File: config.mk
export PLATFORM = sky130hd
export DESIGN_NAME = pclk_divider
export DESIGN_NICKNAME = d
export VERILOG_FILES = /design/src/rtl/pclkdiv_pkg.sv /design/src/rtl/pclkdiv_regs.sv /design/src/rtl/pclkdiv_core.sv /design/src/rtl/pclkdiv_outsel.sv /design/src/rtl/pclk_divider.sv
export SDC_FILE = /design/constraint.sdc
export NUM_CORES = 1
export LEC_CHECK = 0
export CORE_MARGIN = 2
export CORE_UTILIZATION = 46
export DETAILED_ROUTE_END_ITERATION = 10
export HOLD_SLACK_MARGIN = 0.08
export PLACE_DENSITY = 0.92
export SYNTH_ARGS = -nofsm -noshare
export SYNTH_HDL_FRONTEND = slang
export SYNTH_HIERARCHICAL = 1
export SYNTH_SLANG_ARGS = --single-unit
File: constraint.sdc
create_clock -name clk -period 5.2 [get_ports clk]
set_input_delay 1.04 -clock clk [delete_from_list [all_inputs] [get_ports clk]]
set_output_delay 1.04 -clock clk [all_outputs]
set_load 0.1 [all_outputs]
File: src/rtl/pclkdiv_pkg.sv
package pclkdiv_pkg;
  localparam int unsigned BUS_W = 32;
  localparam int unsigned DIV_W = 8;

  typedef logic [DIV_W-1:0] div_t;

  typedef enum logic [1:0] {
    MODE_OFF  = 2'd0,
    MODE_PASS = 2'd1,
    MODE_DIV  = 2'd2
  } mode_e;

  function automatic mode_e mode_of(input div_t d);
    if (d == '0) return MODE_OFF;
    if (d == div_t'(1)) return MODE_PASS;
    return MODE_DIV;
  endfunction
endpackage

File: src/rtl/pclkdiv_regs.sv
module pclkdiv_regs
  import pclkdiv_pkg::*;
#(
  parameter int unsigned ADDR_W     = 4,
  parameter int unsigned REG_OFFSET = 0
) (
  input  logic              clk,
  input  logic              rst_n,
  input  logic [ADDR_W-1:0] bus_addr,
  input  logic              bus_we,
  input  logic [BUS_W-1:0]  bus_wdata,
  output logic [BUS_W-1:0]  bus_rdata,
  output div_t              div_shadow
);
  localparam logic [ADDR_W-1:0] HIT_ADDR = ADDR_W'(REG_OFFSET);
  localparam int unsigned       PAD_W    = BUS_W - DIV_W;

  logic hit;
  assign hit = (bus_addr == HIT_ADDR);

  always_ff @(posedge clk or negedge rst_n) begin
    if (!rst_n)             div_shadow <= '0;
    else if (bus_we && hit) div_shadow <= bus_wdata[DIV_W-1:0];
  end

  assign bus_rdata = hit ? {{PAD_W{1'b0}}, div_shadow} : '0;

  AST_WRITE_LANDS: assert property (@(posedge clk) disable iff (!rst_n)
    (bus_we && hit) |=> (div_shadow == $past(bus_wdata[DIV_W-1:0])));
endmodule

File: src/rtl/pclkdiv_core.sv
module pclkdiv_core
  import pclkdiv_pkg::*;
(
  input  logic clk,
  input  logic rst_n,
  input  div_t div_shadow,
  output logic tick,
  output logic sq,
  output logic pass_mode
);
  div_t  act_div;
  div_t  cnt;
  div_t  half;
  mode_e mode;
  logic  period_end;

  assign mode       = mode_of(act_div);
  assign half       = act_div >> 1;
  assign period_end = (mode != MODE_DIV) || (cnt == act_div - div_t'(1));

  always_ff @(posedge clk or negedge rst_n) begin
    if (!rst_n) begin
      act_div <= '0;
      cnt     <= '0;
    end else if (period_end) begin
      act_div <= div_shadow;
      cnt     <= '0;
    end else begin
      cnt     <= cnt + div_t'(1);
    end
  end

  assign tick      = (mode != MODE_OFF) && (cnt == '0);
  assign sq        = (mode == MODE_DIV) && (cnt < half);
  assign pass_mode = (mode == MODE_PASS);

  AST_HOLD_MIDPERIOD: assert property (@(posedge clk) disable iff (!rst_n)
    (act_div > div_t'(1) && cnt != act_div - div_t'(1)) |=> $stable(act_div));
  AST_ONE_TICK: assert property (@(posedge clk) disable iff (!rst_n)
    (tick && act_div > div_t'(1)) |=> !tick);
  AST_SQ_RISE_AT_TICK: assert property (@(posedge clk) disable iff (!rst_n)
    $rose(sq) |-> tick);
endmodule

File: src/rtl/pclkdiv_outsel.sv
module pclkdiv_outsel (
  input  logic clk,
  input  logic rst_n,
  input  logic pass_req,
  input  logic sq_in,
  output logic pclk_out
);
  logic pass_sel;

  always_ff @(negedge clk or negedge rst_n) begin
    if (!rst_n) pass_sel <= 1'b0;
    else        pass_sel <= pass_req;
  end

  assign pclk_out = pass_sel ? clk : sq_in;
endmodule

File: src/rtl/pclk_divider.sv
module pclk_divider
  import pclkdiv_pkg::*;
#(
  parameter int unsigned ADDR_W     = 4,
  parameter int unsigned REG_OFFSET = 0
) (
  input  logic              clk,
  input  logic              rst_n,
  input  logic [ADDR_W-1:0] bus_addr,
  input  logic              bus_we,
  input  logic [31:0]       bus_wdata,
  output logic [31:0]       bus_rdata,
  output logic              pclk_en,
  output logic              pclk_out
);
  div_t div_shadow;
  logic sq;
  logic pass_mode;

  pclkdiv_regs #(.ADDR_W(ADDR_W), .REG_OFFSET(REG_OFFSET)) u_regs (
    .clk        (clk),
    .rst_n      (rst_n),
    .bus_addr   (bus_addr),
    .bus_we     (bus_we),
    .bus_wdata  (bus_wdata),
    .bus_rdata  (bus_rdata),
    .div_shadow (div_shadow)
  );

  pclkdiv_core u_core (
    .clk        (clk),
    .rst_n      (rst_n),
    .div_shadow (div_shadow),
    .tick       (pclk_en),
    .sq         (sq),
    .pass_mode  (pass_mode)
  );

  pclkdiv_outsel u_outsel (
    .clk      (clk),
    .rst_n    (rst_n),
    .pass_req (pass_mode),
    .sq_in    (sq),
    .pclk_out (pclk_out)
  );

  AST_QUIET_AFTER_RESET: assert property (@(posedge clk) disable iff (!rst_n)
    !$past(rst_n) |-> !pclk_en);
endmodule

# Word level (Yosys, flattened, before mapping)
# Cells that the tools add are included.
[word_totals]
register_bits = 25
in_bits = 39
output_inout_bits = 34
elab_cells = 30
[op_classes]
addsub = 2
n_lt_le_gt_ge = 1
eq_ne = 5
muxes = 10
reduce_logical = 8
[op_table]
columns = ["operator", "count"]
rows = [
  ["8-bit zero test", 2],
  ["8-bit two-way mux", 2],
  ["8-bit by 1-bit adder with 8-bit output (second input constant)", 1],
  ["8-bit by 1-bit equality test with 1-bit output (second input constant)", 1],
  ["8-bit equality test", 1],
  ["8-bit by 7-bit less-than comparator with 1-bit output", 1],
  ["2-bit two-way mux", 4],
  ["8-bit by 1-bit subtractor with 8-bit output (second input constant)", 1],
  ["4-bit zero test", 1],
  ["1-bit two-way mux", 4],
  ["1-bit logical AND", 3],
  ["2-bit by 1-bit equality test with 1-bit output (second input constant)", 1],
  ["2-bit equality test (second input constant)", 1],
  ["2-bit != test (second input constant)", 1],
  ["2-bit nonzero test", 1],
  ["1-bit logical OR", 1],
]

# Longest topological paths before layout
[depth]
word_depth = 8
mapped_depth = 9
mapped_depth_nobuf = 8

# Hierarchy
# The synthesis kept the hierarchy.
[by_module_without_submodules]
columns = ["module", "n_inst", "cells_each", "area_each_um2", "seq_area_each_um2"]
rows = [
  ["pclkdiv_core", 1, 118, 1144.8, 400.4],
  ["pclkdiv_regs", 1, 51, 566.8, 200.2],
  ["pclkdiv_outsel", 1, 2, 40.0, 25.0],
]

==> results.sh <==
export IMPL_drive_gt1_frac=0.237
export IMPL_rsz0062_at_grt="no"
export IMPL_start_util=0.478
export IMPL_grt_pass1_wl_mm=5.75
export IMPL_maxSlewViolCount=0
export IMPL_post_cts_resized=5
export IMPL_yosysWarningCount=6
export IMPL_busiest_layer="met2"
export IMPL_yosys_register_bits=25
export IMPL_cts_tree="built"
export IMPL_postCtsSetupBuffers=0
export IMPL_fillers=333
export IMPL_finalWirelength_mm=3.52
export IMPL_dieArea_sq_um=4320
export IMPL_status="completed"
export IMPL_max_stage_delay_ns=0.44
export IMPL_crit_chain="mux2_4 > buf_2"
export IMPL_dp_hpwl_mm=2.49
export IMPL_place_gp_congestion=0.825
export IMPL_crit_required_ns=4.16
export IMPL_final_cell_area_sq_um=2010
export IMPL_clock_latency_ns=0.40
export IMPL_grtUsageMet2=0.314
export IMPL_drc_errors=0
export IMPL_tightest_slew_ns=0.974
export IMPL_area_growth_syn_to_layout_pct=14.7
export IMPL_maxCapViolCount=0
export IMPL_antenna_found_initial=0
export IMPL_cp_slowest_cell="dfrtn_1"
export IMPL_viasPerCell=5.09
export IMPL_clk_transition_reported_paths_ns=0.10
export IMPL_critical_path_max_fanout=1
export IMPL_grt_overflow=0
export IMPL_multi_input_area_sq_um=968
export IMPL_async_flop_share=1.00
export IMPL_num_vias=1251
export IMPL_port_buffers=24
export IMPL_yosysSeqAreaShare=0.357
export IMPL_final_cell_mix="24 x dfrtp_1, 24 x conb_1, 15 x clkdlybuf4s50_1"
export IMPL_first_iter_violations=35
export IMPL_drt_pass1_iter_count=4
export IMPL_hp_class="reg2reg"
export IMPL_fp_row_count=22
export IMPL_slew_limit_headroom=0.349
export IMPL_grt_usage=0.182
export IMPL_die_y_microns=65.7
export IMPL_fin_nets=248
export IMPL_ant_nets=0
export IMPL_io_pins=73
export IMPL_post_drt_wl_per_cell_microns=14.3
export IMPL_synth_top_flop_cell="dfrtp_1"
export IMPL_fin_skew_ns=0.0178
export IMPL_diodes=0
export IMPL_r2r_start="u_core/act_div[4]"
export IMPL_setup_viol=0
export IMPL_core_sq_um=3660
export IMPL_grt_max_degree=25
export IMPL_grt_pass1_vias=1232
export IMPL_synth_area_sq_um=1750
export IMPL_end_kind="output pin"
export IMPL_path_buf_inv=1
export IMPL_use_met3=0.0428
export IMPL_hold_violations=0
export IMPL_synth_cells=171
export IMPL_startpoint="u_outsel/pass_sel"
export IMPL_synth_cell_types=43
export IMPL_synth_edf_count=0
export IMPL_syn_avg_cell_area_sq_um=10.2
export IMPL_powerDensity_nw_per_um2=626
export IMPL_ir_drop_v=0.000277
export IMPL_min_from="u_regs/div_shadow[4]"
export IMPL_dpl_cell_area_sq_um=1920
export IMPL_hold_slack_ns=0.515
export IMPL_holdBufCountCts=0
export IMPL_crit_family="flip-flops"
export IMPL_p_leak_nw=0.947
export IMPL_start_kind="register"
export IMPL_worstPathArrival_ns=4.03
export IMPL_worst_setup_path_type="reg2out"
export IMPL_seqCellArea_sq_um=626
export IMPL_met1_usage=0.209
export IMPL_die_w_microns=65.7
-- layout make-up --
type / instances / share of cell area
multi-input combinational: 130 / 0.482
sequential: 25 / 0.311
timing repair buffer: 24 / 0.108
clock buffer: 7 / 0.0436
tap: 48 / 0.0299
inverter: 11 / 0.0205
clock inverter: 1 / 0.00436
-- logic make-up (layout without fill, tap and decap cells) --
| family | after synthesis | after routing | share of synthesized area |
|---|---|---|---|
| XOR/XNOR | 15 | 15 | 0.0750 |
| AND/OR/NAND/NOR | 51 | 51 | 0.181 |
| multiplexers | 14 | 14 | 0.0914 |
| other | 1 | 24 | 0.00214 |
| buffers and inverters | 39 | 43 | 0.139 |
| flip-flops | 25 | 25 | 0.357 |
| AO/OA/AOI/OAI | 16 | 16 | 0.0821 |
| adder cells (fa/ha/maj) | 10 | 10 | 0.0714 |
-- per-layer routing --
layer | part of all wire | up-vias
li1 | - | 588
met1 | 0.41 | 616
met2 | 0.52 | 40
met3 | 0.047 | 7
met4 | 0.016 | 0
met5 | 0 | -
-- worst reg2reg max path, delay by kind of cell, from the launching register on --
family	cells	cell delay [ns]
and+or+nand+nor	3	0.89
DFF	1	0.51
-- registers in the layout (all words and copies together), names as in the netlist --
name and count:
u_outsel/pass_sel 1, u_core/act_div 8, u_core/cnt 8, u_regs/div_shadow 8
-- where the power goes --
part,internal [mW],leakage (nW),switching [mW]
sequential,0.266,0.312,0.135
combinational,0.252,0.577,0.335
clock,0.122,0.0576,0.148
total,0.640,0.947,0.618
-- through the flow --
stage	utilization	cells	setup slack, ns	power (mW)	setup TNS [ns]
after floorplan	-	194	0.742	0.944	0
after global placement	0.525	239	-0.111	1.03	-0.111
after detailed placement	0.525	239	-0.113	1.06	-0.113
after CTS	0.549	246	0.130	1.26	0
after global routing	0.549	246	0.114	1.34	0
final	0.549	246	0.127	1.26	0
-- path summary, 6_finish.rpt --
check | depth (start not counted) | end | slack, ns
max | 2 | pclk_out | 0.13
min | 1 | u_core/act_div[4] | 0.51
max reg2reg | 3 | u_outsel/pass_sel | 1.24
min reg2reg | 1 | u_core/act_div[4] | 0.51
max in group asynchronous | 1 | u_outsel/pass_sel | 1.76
min in group asynchronous | 2 | u_core/act_div[5] | 1.08
-- synth_stat cells, types with 2 or more instances --
library cell,number,area share
a21oi_1,2,0.0057
nand2_1,3,0.0064
nor3_1,4,0.011
inv_1,11,0.024
a22o_1,4,0.020
nor4_1,2,0.0071
buf_4,24,0.10
or2_2,2,0.0071
nand3_1,5,0.014
dfrtp_1,24,0.34
and3_1,2,0.0071
ha_1,10,0.071
xor2_1,6,0.030
nand4_1,2,0.0071
nand2b_1,2,0.0071
xnor2_1,9,0.045
and2_2,8,0.034
mux2_2,12,0.077
nor3b_1,2,0.0086
nor2_1,12,0.026
clkbuf_1,3,0.0064
Note: power is estimated with default switching activity, not from simulation.
